### src/rtl/dot_cmd_rx.sv
module dot_cmd_rx #(
  parameter int NCHAR = 8,
  parameter int NROW  = 5,
  parameter int NCOL  = 5
) (
  input  logic       clk,
  input  logic       rst_n,
  input  logic       ser_clk,
  input  logic       ser_data,
  input  logic       ser_load,
  input  logic [2:0] rd_char,
  input  logic [2:0] rd_row,
  output logic [4:0] rd_cols,
  output logic [2:0] char_addr,
  output logic [2:0] bright_lvl,
  output logic       lamp_test,
  output logic       power_down
);
  localparam int DEPTH = NCHAR * NROW;
  localparam int MW    = $clog2(DEPTH);

  logic [2:0] sck_q, ld_q;
  logic [1:0] dat_q;
  logic [7:0] sr;
  logic [NCOL-1:0] mem [DEPTH];

  always_ff @(posedge clk or negedge rst_n)
    if (!rst_n) begin
      sck_q <= '0;
      ld_q  <= 3'b111;
      dat_q <= '0;
    end else begin
      sck_q <= {sck_q[1:0], ser_clk};
      ld_q  <= {ld_q[1:0], ser_load};
      dat_q <= {dat_q[0], ser_data};
    end

  wire sc_rise = sck_q[1] & ~sck_q[2];
  wire ld_rise = ld_q[1] & ~ld_q[2];
  wire shift_en = sc_rise & ~ld_q[1];

  always_ff @(posedge clk or negedge rst_n)
    if (!rst_n) sr <= '0;
    else if (shift_en) sr <= {dat_q[1], sr[7:1]};

  wire [2:0] op = sr[7:5];
  wire [4:0] pl = sr[4:0];
  wire is_row  = ld_rise & (int'(op) < NROW);
  wire is_addr = ld_rise & (op == 3'd5) & (pl[4:3] == 2'b00);
  wire is_clr  = ld_rise & (sr == 8'hC0);
  wire is_bri  = ld_rise & (op == 3'd7) & (pl[4:3] == 2'b10) & (pl[2:0] != 3'd7);
  wire is_lt   = ld_rise & (sr == 8'hF8);
  wire is_pd   = ld_rise & (sr == 8'hFF);

  wire [MW-1:0] wr_idx = MW'(char_addr) * MW'(NROW) + MW'(op);
  wire [MW-1:0] rd_idx = MW'(rd_char) * MW'(NROW) + MW'(rd_row);

  always_ff @(posedge clk or negedge rst_n)
    if (!rst_n) begin
      for (int i = 0; i < DEPTH; i++) mem[i] <= '0;
    end else if (is_clr) begin
      for (int i = 0; i < DEPTH; i++) mem[i] <= '0;
    end else if (is_row) begin
      mem[wr_idx] <= pl[NCOL-1:0];
    end

  always_ff @(posedge clk or negedge rst_n)
    if (!rst_n) char_addr <= '0;
    else if (is_clr) char_addr <= '0;
    else if (is_addr) char_addr <= pl[2:0];

  always_ff @(posedge clk or negedge rst_n)
    if (!rst_n) begin
      bright_lvl <= '0;
      lamp_test  <= 1'b0;
      power_down <= 1'b0;
    end else if (is_bri) begin
      bright_lvl <= pl[2:0];
      lamp_test  <= 1'b0;
      power_down <= 1'b0;
    end else if (is_lt) begin
      lamp_test  <= 1'b1;
      power_down <= 1'b0;
    end else if (is_pd) begin
      lamp_test  <= 1'b0;
      power_down <= 1'b1;
    end

  assign rd_cols = (int'(rd_row) < NROW) ? mem[rd_idx] : '0;
endmodule


### config.mk
export PLATFORM = sky130hd
export DESIGN_NAME = dot_cmd_rx
export DESIGN_NICKNAME = d
export VERILOG_FILES = /design/src/rtl/dot_cmd_rx.sv
export SDC_FILE = /design/constraint.sdc
export NUM_CORES = 1
export LEC_CHECK = 0
export ABC_CLOCK_PERIOD_IN_PS = 6500
export BUFFER_PORTS_ARGS = -buffer_cell sky130_fd_sc_hd__buf_2
export CORE_ASPECT_RATIO = 1.4
export CORE_UTILIZATION = 25
export CTS_BUF_LIST = sky130_fd_sc_hd__clkbuf_4 sky130_fd_sc_hd__clkbuf_8 sky130_fd_sc_hd__clkbuf_16
export DETAILED_ROUTE_END_ITERATION = 6
export SLEW_MARGIN = 20
export SYNTH_ARGS = -nofsm -noshare
export SYNTH_HDL_FRONTEND = slang
export SYNTH_SLANG_ARGS = --single-unit
### constraint.sdc
create_clock -name clk -period 6.5 [get_ports clk]
set_input_delay 1.95 -clock clk [delete_from_list [all_inputs] [get_ports clk]]
set_output_delay 1.95 -clock clk [all_outputs]
set_load 0.02 [all_outputs]
# == Word level (Yosys, flattened, before mapping) ==
# Index checks and enable logic that the tools add are counted.
# totals
ff_bits,224
output_inout_bits,13
# classes
n_addsub,2
n_mul,2
order_cmp,5
n_eq_ne,7
n_mux,17
n_bitwise,17
n_reduce_logical,5
# op_table
cell,count
200-bit two-way mux,2
200-bit bitwise mux,1
5-bit binary-select mux with 6-bit select,1
5-bit demux with 6-bit select,1
"8-bit equality test, second input constant",3
5-bit two-way mux,4
"7-bit >= comparator, second input constant",2
6-bit NOT with 7-bit output,2
6-bit by 3-bit adder with 6-bit output,2
1-bit bitwise AND,12
"3-bit by 3-bit multiplier with 6-bit output, second input constant",2
"7-bit by 1-bit less-than comparator with 1-bit output, second input constant",1
"3-bit equality test, second input constant",2
"3-bit less-than comparator, second input constant",2
1-bit two-way mux,6
3-bit two-way mux,2
2-bit nonzero test,2
"3-bit != test, second input constant",1
1-bit NOT,3
3-bit nonzero test,1
"2-bit equality test, second input constant",1
2-bit logical NOT,1
1-bit logical AND,1

# == Logic depth before layout (Yosys ltp) ==
# Gate-level depths: netlist of run 1.
# depth
ltp_word,10
depth_mapped,10
mapped_depth_nobuf,8

# == Least setup slack after synthesis of run 1 ==
# Ideal clock, no wire load.
# synth_timing
path_kind,input -> output
startpoint,input rd_char[0]
endpoint,output rd_cols[4]
arrival_time_ns,4.776
required_time_ns,4.550
path_slack_ns,-0.226
path_stages,9
n_path_buf,2
cell_sequence,ha_1 > ha_1 > fa_1 > buf_2 > clkbuf_1 > mux4_2 > nand2_1 > a31o_2 > nor4_1
# synth_between
elab_chain_cells,7
# synth_rtl
element,line,source
start: declaration,11,"input logic [2:0] rd_char,"
3-bit by 3-bit multiplier with 6-bit output,56,wire [MW-1:0] rd_idx = MW'(rd_char) * MW'(NROW) + MW'(rd_row);
6-bit by 3-bit adder with 6-bit output,56,
6-bit NOT with 7-bit output (implied by the code),89,assign rd_cols = (int'(rd_row) < NROW) ? mem[rd_idx] : '0;
5-bit binary-select mux with 6-bit select,89,
5-bit two-way mux (implied by the code) (2 in a row),89,
5-bit two-way mux,89,
end: declaration,13,"output logic [4:0] rd_cols,"
# No other way between the ends. The select of a mux whose other input is x is not followed.

# == Final worst setup path of run 1 ==
# layout_timing
startpoint,input rd_char[0]
endpoint,output rd_cols[0]
# Same word-level chain as after synthesis.

==> results by group, run 1 <==
Hold path
  – HP Class: flip-flop to flip-flop

Clocking
  – Max clock buf depth: 3
  – CTS buffer count: 23
  – H-tree depth: 1
  – Skew-Pair Late Insertion Delay: 0.52 ns
  – Clock-pin slew on the worst setup and hold paths: 0.06 ns
  – Clk sink count: 224
  – Cts-stage hold buffer count: 0
  – TritonCTS clock tree: done
  – Root Driver: clkbuf_16

Setup path
  – Worst EP required: 4.55 ns
  – CP Launch Type: primary input
  – CP max FO: 7
  – WS Path Type: primary input to output pin
  – CP arrival: 4.61 ns
  – R2R Setup Slk: 3.21 ns
  – CP Capture Type: output pin

Cells and area
  – Layout area overhead: 17.3%
  – # fillers: 4697
  – Commonest non-fill, non-tap cell in the layout: nand2_1
  – Antenna cells: 0
  – Total Nets Final: 1057
  – Post-layout util: 29.7%
  – Layout cell share with drive strength beyond 1: 22.0%
  – Most frequent cells in the layout: nand2_1, dfrtp_1, mux2i_1, buf_4, mux4_2

STA
  – Post-route worst setup slack: -0.0620 ns
  – Relative slew margins: 28.7%
  – Slew Viols, Final: 0
  – RSZ-0062 raised after global routing: yes
  – Final hold vios: 0
  – Clock skew: 0.0124 ns
  – Crit share post-route: 101%
  – Worst-margin pin slew: 1.07 ns
  – Peak Freq: 152 MHz
  – # setup viols final: 4
  – Hold slack: 0.350 ns
  – Final Critical Period: 6.56 ns

Detailed routing
  – Total iterations of the first detailed-routing run: 5
  – WL final: 30900 um
  – Residual DRC: 0
  – Drt wl/cell: 18.7 um
  – Iter 0 DRT Violations: 511
  – DR vias/cell: 4.76
  – Vias: 7895
  – Final ANT Viol Nets: 0

Yosys
  – Register bit total from synthesis: 224
  – Complex-gate fraction of the synthesized area: 3.37%
  – Area contributors post-synth: dfrtp_1, mux2i_1, mux4_2
  – Mapped Area: 0.0117 mm2
  – Count of cell types in the netlist: 54
  – Gate Count Post-Synth: 1013
  – Largest family of logic cells by synthesized area: multiplexers
  – Mean Syn Cell Area: 11.5 um2
  – Yosys top cell by area: dfrtp_1
  – Synth Warn #: 0
  – Mux cell area share after synthesis: 27.1%
  – Post-Synth Simple-Gate Area: 14.8%
  – Post-synthesis async set-or-reset flop share: 100%
  – Main synth FF type: dfrtp_1
  – Syn_nets: 1044
  – Area fraction of the dominant cell type after synthesis: 47.3%
  – Synth Area in Adders: 2.27%
  – EDFF count, synth: 0
  – Seq/Total Area, Yosys: 48.0%
  – Synth Area in XOR/XNOR: 0.610%

Placed design
  – Gpl congestion: 0.833
  – HPWL Detailed: 20700 um
  – Setup WS pre-CTS: -0.358 ns
  – I/O Buffers: 23

Floorplan
  – Die X: 185 um
  – Die footprint: 0.0476 mm2
  – Boundary Pins: 24
  – # rows: 93
  – Core ar.: 0.0461 mm2
  – Chip height: 258 um
  – Initial Util: 25.4%

Job
  – Max cap viols: 0

Pwr
  – Worst vdd ir: 0.146 mV
  – Static leakage: 0.00595 uW
  – Pwr dens: 289 mW/mm2
  – Total power: 3960 uW

GRT
  – Total GRT Usage: 13.3%
  – Largest net degree at the start of global routing: 107
  – First-pass GRT wire length: 49300 um
  – Total gr overflow: 0
  – Vias in the first global route: 8502
  – Antenna violations before repair: 0

Outcome
  – Violated checks: negative setup slack
  – Status: finished, violations left
==> worst paths after layout <==
path                                             end  depth (start not counted)               start
min in group asynchronous       mem[191]$_DFFE_PN0P_                          1               rst_n
worst max register to register  mem[166]$_DFFE_PN0P_                          7   sr[6]$_DFFE_PN0P_
worst min-delay path              dat_q[1]$_DFF_PN0_                          0  dat_q[0]$_DFF_PN0_
worst min register to register    dat_q[1]$_DFF_PN0_                          0  dat_q[0]$_DFF_PN0_
worst max-delay path                      rd_cols[0]                         14          rd_char[0]
max in group asynchronous        mem[42]$_DFFE_PN0P_                          2               rst_n
==> cell type report <==
class                           instances  area, um2  share of cell area (%)
Timing Repair Buffer                   79        651                    4.75
Multi-Input combinational cell        692       5830                    42.6
Tap cell                              617        772                    5.63
Clock inverter                          8        146                    1.07
Inverter                                6       22.5                   0.164
Clock buffer                           31        673                    4.91
Sequential cell                       224       5610                    40.9
==> cells in the mapped netlist, drive strengths merged, types with 4 or more instances <==
master,number
a2111oi,6
a211oi,5
a21o,5
a21oi,5
a31oi,6
and3,24
buf,54
clkbuf,37
clkinv,4
dfrtp,221
ha,18
mux2,16
mux2i,204
mux4,42
nand2,225
nand2b,6
nand3,20
nand4,4
nor2,24
nor2b,8
nor3,7
nor4,18
o21ai,16
o22ai,5
==> metrics by stage <==
step / instances / cell area (um2) / TNS [ns]
final: 1657 / 13700 / -0.164
after global routing: 1657 / 13700 / -0.536
after CTS: 1657 / 13600 / -0.379
after detailed placement: 1616 / 12700 / -1.50
after global placement: 1616 / 12700 / -1.49
after floorplan: 1013 / 11700 / -0.0164
==> registers in the layout, indices dropped and copies added (netlist names) <==
| register | count |
|---|---|
| bright_lvl | 3 |
| char_addr | 3 |
| dat_q | 2 |
| lamp_test | 1 |
| ld_q | 3 |
| mem | 200 |
| power_down | 1 |
| sck_q | 3 |
| sr | 8 |
==> worst max-delay path: stages <==
cell and delay [ns]:
buf_8 0.10, buf_6 0.11, ha_4 0.15, ha_4 0.16, fa_2 0.60, buf_12 0.14, buf_8 0.12, mux4_2 0.34
mux2i_1 0.18, nor2_1 0.07, nor4_1 0.29, buf_4 0.19, nor4_4 0.04, buf_4 0.17
==> report_power, final <==
group	internal (uW)	switching, uW	leakage [uW]
sequential	1490	66.8	0.00309
combinational	345	617	0.00246
clock	882	557	0.000404
==> logic make-up (layout without fill, tap and decap cells) <==
group,Yosys count,count (layout)
buffers and inverters,97,124
flip-flops,224,224
XOR/XNOR,6,6
multiplexers,262,262
AO/OA/AOI/OAI,57,57
adder cells (fa/ha/maj),20,20
AND/OR/NAND/NOR,347,347
==> repair_timing <==
| action | CTS | global route |
|---|---|---|
| pin swaps | 5 | 10 |
| endpoints found under the setup margin | 5 | 5 |
| hold endpoints to repair | 0 | 0 |
| buffers inserted | 2 | 0 |
| cloned | 0 | 0 |
| gates resized for setup | 17 | 20 |
==> metal layers <==
| metal | up-vias | global-route usage (%) | wire length, um |
|---|---|---|---|
| li1 | 3579 | - | - |
| met1 | 4056 | 15.2 | 12100 |
| met2 | 192 | 24.3 | 16400 |
| met3 | 68 | 1.52 | 1050 |
| met4 | 0 | 6.38 | 1300 |
| met5 | - | 0 | 0 |
Note: power is estimated with default switching activity, not from simulation.
==> run 2: changes to the inputs <==
--- a/config.mk
+++ b/config.mk
@@ -11,6 +11,7 @@
 export CORE_UTILIZATION = 25
 export CTS_BUF_LIST = sky130_fd_sc_hd__clkbuf_4 sky130_fd_sc_hd__clkbuf_8 sky130_fd_sc_hd__clkbuf_16
 export DETAILED_ROUTE_END_ITERATION = 6
+export SETUP_SLACK_MARGIN = 0.4
 export SLEW_MARGIN = 20
 export SYNTH_ARGS = -nofsm -noshare
 export SYNTH_HDL_FRONTEND = slang
==> results by group, run 2 (synthesis gave the netlist of run 1 again) <==
Detailed routing
  – Vias: 7821
  – Final ANT Viol Nets: 0
  – Residual DRC: 0
  – WL final: 30600 um
  – Total iterations of the first detailed-routing run: 5
  – DR vias/cell: 4.73
  – Drt wl/cell: 18.5 um
  – Iter 0 DRT Violations: 499

Placed design
  – Setup WS pre-CTS: -0.120 ns
  – HPWL Detailed: 19300 um
  – I/O Buffers: 23
  – Placed Area: 0.0127 mm2
  – Gpl congestion: 0.812

STA
  – Worst-margin pin slew: 1.02 ns
  – Crit share post-route: 99.7%
  – Peak Freq: 154 MHz
  – Final hold vios: 0
  – Final Critical Period: 6.48 ns
  – RSZ-0062 raised after global routing: yes
  – Clock skew: 0.0162 ns
  – Slew Viols, Final: 0
  – # setup viols final: 0
  – Relative slew margins: 31.9%
  – Post-route worst setup slack: 0.0173 ns

Clocking
  – Skew-Pair Late Insertion Delay: 0.53 ns
  – CTS buffer count: 26
  – Clk sink count: 224
  – H-tree depth: 1
  – Root Driver: clkbuf_16
  – TritonCTS clock tree: done
  – Clock-pin slew on the worst setup and hold paths: 0.06 ns
  – Max clock buf depth: 3

GRT
  – First-pass GRT wire length: 49400 um
  – Total GRT Usage: 13.3%
  – Vias in the first global route: 8473
  – Largest net degree at the start of global routing: 119
  – Total gr overflow: 0
  – Antenna violations before repair: 0

Setup path
  – CP Launch Type: primary input
  – WS Path Type: primary input to output pin
  – R2R Setup Slk: 2.99 ns
  – CP arrival: 4.53 ns
  – CP max FO: 5
  – Worst EP required: 4.55 ns
  – CP Capture Type: output pin

Job
  – Max cap viols: 0

Cells and area
  – Most frequent cells in the layout: nand2_1, dfrtp_1, mux2i_1, mux4_2, buf_4
  – Layout cell share with drive strength beyond 1: 24.1%
  – Antenna cells: 0
  – Largest regs: mem x200, sr x8
  – Commonest non-fill, non-tap cell in the layout: nand2_1
  – Max FFs per register: 200
  – Total Nets Final: 1049
  – # fillers: 4727
  – Design area: 0.0139 mm2
  – Largest reg by FF count: mem
  – Layout area overhead: 19.4%

Floorplan
  – Chip height: 258 um
  – Boundary Pins: 24
  – Core ar.: 0.0461 mm2
  – Die X: 185 um
  – # rows: 93
  – Die footprint: 0.0476 mm2
  – Initial Util: 25.4%

Pwr
  – Worst vdd ir: 0.204 mV
  – Static leakage: 0.00602 uW
  – Pwr dens: 292 mW/mm2

Outcome
  – Status: complete, no violations

Hold path
  – HP Class: flip-flop to flip-flop
run 2: timing repair:
action	in CTS	in global routing
endpoints found under the setup margin	5	5
resized for setup	32	15
pin swaps	8	8
gates cloned	2	1
hold buffers	0	0
buffers inserted	4	2
run 2: layout make-up:
| cell class | count | area (um2) | share of cell area, % |
|---|---|---|---|
| clock buffers | 39 | 803 | 5.76 |
| clock inverters | 7 | 85.1 | 0.610 |
| inverters | 6 | 22.5 | 0.161 |
| multi-input cells | 692 | 6010 | 43.1 |
| flip-flops and latches | 224 | 5610 | 40.2 |
| well taps | 617 | 772 | 5.53 |
| repair buffers | 68 | 648 | 4.65 |
run 2: per-stage QoR:
stage                     setup TNS [ns]  total power (uW)  std cells  utilization [%]  hold slack (ns)
after floorplan                        0              2180       1013                -            0.331
after global placement            -0.414              2480       1598             27.5            0.332
after detailed placement          -0.440              2490       1598             27.6            0.344
after CTS                        -0.0450              4080       1650             30.0            0.355
after global routing              -0.247              4250       1653             30.3            0.357
final                                  0              4080       1653             30.3            0.355
run 2: per-layer routing:
layer / share of wire, % / routed length [um] / track usage (%)
met2: 51 / 15500 / 22.8
met1: 43 / 13100 / 17.1
met5: 0 / 0 / 0
met3: 3.3 / 1020 / 1.64
met4: 3.3 / 1020 / 4.71
run 2: power by group:
group	leakage (uW)	switching, uW	internal [uW]	total [uW]
sequential	0.00309	61.2	1490	1550
combinational	0.00248	636	375	1010
clock	0.000451	589	927	1520
total	0.00602	1290	2790	4080
run 2: critical path, cell delays in order:
cell     delay [ns]
buf_2          0.12
ha_4           0.25
ha_4           0.16
fa_2           0.62
buf_6          0.14
buf_6          0.12
buf_16         0.12
mux4_2         0.17
nand2_1        0.05
a31o_2         0.27
nor4_4         0.35
buf_4          0.21
run 2: path summary, 6_finish.rpt:
check | from | endpoint | cells after the start
max | rd_char[1] | rd_cols[4] | 12
min | dat_q[0]$_DFF_PN0_ | dat_q[1]$_DFF_PN0_ | 0
max reg2reg | sr[3]$_DFFE_PN0P_ | mem[87]$_DFFE_PN0P_ | 6
min reg2reg | dat_q[0]$_DFF_PN0_ | dat_q[1]$_DFF_PN0_ | 0
max in group asynchronous | rst_n | bright_lvl[1]$_DFFE_PN0P_ | 2
min in group asynchronous | rst_n | mem[83]$_DFFE_PN0P_ | 1
==> run 3: changes to the inputs <==
--- a/config.mk
+++ b/config.mk
@@ -11,6 +11,7 @@
 export CORE_UTILIZATION = 25
 export CTS_BUF_LIST = sky130_fd_sc_hd__clkbuf_4 sky130_fd_sc_hd__clkbuf_8 sky130_fd_sc_hd__clkbuf_16
 export DETAILED_ROUTE_END_ITERATION = 6
+export GPL_TIMING_DRIVEN = 0
 export SETUP_SLACK_MARGIN = 0.4
 export SLEW_MARGIN = 20
 export SYNTH_ARGS = -nofsm -noshare
==> results by group, run 3 (synthesis gave the netlist of run 1 again) <==
Detailed routing
  – Final ANT Viol Nets: 0
  – WL final: 33200 um
  – Vias: 8149
  – Residual DRC: 0
  – Total iterations of the first detailed-routing run: 5
  – Drt wl/cell: 19.4 um
  – Iter 0 DRT Violations: 446
  – DR vias/cell: 4.77

Cells and area
  – Post-layout util: 30.8%
  – Antenna cells: 0
  – Layout area overhead: 21.3%
  – Design area: 0.0142 mm2
  – Commonest non-fill, non-tap cell in the layout: nand2_1
  – Max FFs per register: 200
  – Total Nets Final: 1107
  – Most frequent cells in the layout: nand2_1, dfrtp_1, mux2i_1, buf_2, mux4_2
  – Largest reg by FF count: mem
  – Largest regs: mem x200, sr x8
  – Layout cell share with drive strength beyond 1: 24.6%

GRT
  – Total gr overflow: 0
  – Antenna violations before repair: 0
  – Largest net degree at the start of global routing: 97
  – Vias in the first global route: 8537
  – Total GRT Usage: 14.4%
  – First-pass GRT wire length: 52500 um

Floorplan
  – Boundary Pins: 24
  – Chip height: 258 um
  – Initial Util: 25.4%
  – Die X: 185 um
  – Die footprint: 0.0476 mm2
  – Core ar.: 0.0461 mm2
  – # rows: 93

Pwr
  – Total power: 4070 uW
  – Static leakage: 0.00613 uW
  – Worst vdd ir: 0.180 mV
  – Pwr dens: 287 mW/mm2

Setup path
  – WS Path Type: primary input to output pin
  – CP arrival: 4.53 ns
  – CP Capture Type: output pin
  – CP Launch Type: primary input
  – Worst EP required: 4.55 ns
  – CP max FO: 6

STA
  – Slew Viols, Final: 0
  – Final Critical Period: 6.48 ns
  – Setup TNS: 0 ns
  – Final hold vios: 0
  – RSZ-0062 raised after global routing: yes
  – Peak Freq: 154 MHz
  – # setup viols final: 0
  – Crit share post-route: 99.7%
  – Relative slew margins: 38.8%
  – Clock skew: 0.0197 ns
  – Worst-margin pin slew: 0.912 ns

Hold path
  – HP Class: flip-flop to flip-flop

Clocking
  – CTS buffer count: 23
  – Root Driver: clkbuf_16
  – Max clock buf depth: 3
  – Clk sink count: 224
  – Skew-Pair Late Insertion Delay: 0.54 ns
  – Clock-pin slew on the worst setup and hold paths: 0.06 ns
  – H-tree depth: 1
  – TritonCTS clock tree: done
  – Cts-stage hold buffer count: 0

Placed design
  – I/O Buffers: 23
  – HPWL Detailed: 23800 um
  – Gpl congestion: 0.862
  – Placed Area: 0.0128 mm2

Outcome
  – Status: complete, no violations

Job
  – Max cap viols: 0
==> run 3: cell types whose count changed in the layout (fill, tap and decap cells not counted), moves of 3 or more <==
| cell | delta |
|---|---|
| buf_2 | +37 |
| clkbuf_1 | +30 |
| buf_4 | -17 |
| clkbuf_16 | -4 |
| nor4_2 | -4 |
| nor4_4 | +4 |
| buf_6 | +3 |
| bufinv_16 | +3 |
==> run 3: final cells by class <==
class / count / area [um2]
Fill cell: 4746 / 31900
Multi-Input combinational cell: 692 / 6030
Sequential cell: 224 / 5610
Tap cell: 617 / 772
Clock buffer: 29 / 646
Buffer: 91 / 519
Timing Repair Buffer: 38 / 378
Clock inverter: 13 / 200
Inverter: 6 / 22.5
==> run 3: worst paths after layout <==
path | startpoint | to | slack [ns] | cells past startpoint
min reg2reg | sck_q[0]$_DFF_PN0_ | sck_q[1]$_DFF_PN0_ | 0.35 | 0
max reg2reg | char_addr[0]$_DFFE_PN0P_ | mem[91]$_DFFE_PN0P_ | 3.11 | 9
max in group asynchronous | rst_n | mem[19]$_DFFE_PN0P_ | 3.97 | 3
min in group asynchronous | rst_n | mem[174]$_DFFE_PN0P_ | 1.30 | 1
max | rd_char[2] | rd_cols[4] | 0.02 | 11
min | sck_q[0]$_DFF_PN0_ | sck_q[1]$_DFF_PN0_ | 0.35 | 0
==> run 3: repair_timing <==
action,in CTS,in global routing
pin swaps,12,8
endpoints found under the setup margin,5,5
buffers inserted,7,6
gates cloned,0,0
resized for setup,54,16
==> run 3: worst max-delay path: stages <==
cell,delay [ns]
buf_8,0.10
ha_4,0.26
ha_4,0.19
fa_1,0.50
buf_6,0.15
clkbuf_16,0.18
mux4_2,0.31
mux2_2,0.36
a31oi_2,0.27
nor4_4,0.09
buf_4,0.16
==> run 3: through the flow <==
| stage | hold slack [ns] | cells | setup WS (ns) |
|---|---|---|---|
| after global routing | 0.354 | 1710 | -0.0645 |
| after CTS | 0.349 | 1704 | -0.0245 |
| after global placement | 0.336 | 1653 | -0.490 |
| after detailed placement | 0.335 | 1655 | -0.366 |
| after floorplan | 0.331 | 1013 | 0.399 |
| final | 0.347 | 1710 | 0.0199 |
==> run 3: routing by layer <==
layer,track usage (%),up-vias,routed length (um)
met4,6.43,0,1370
met5,0,-,0
met1,17.4,4220,13500
met3,1.54,55,1080
met2,25.6,187,17200
li1,-,3687,-
==> run 3: power by group <==
group / switching (uW) / internal [uW]
logic: 661 / 374
clock network: 584 / 905
registers: 59.7 / 1490
total: 1300 / 2770
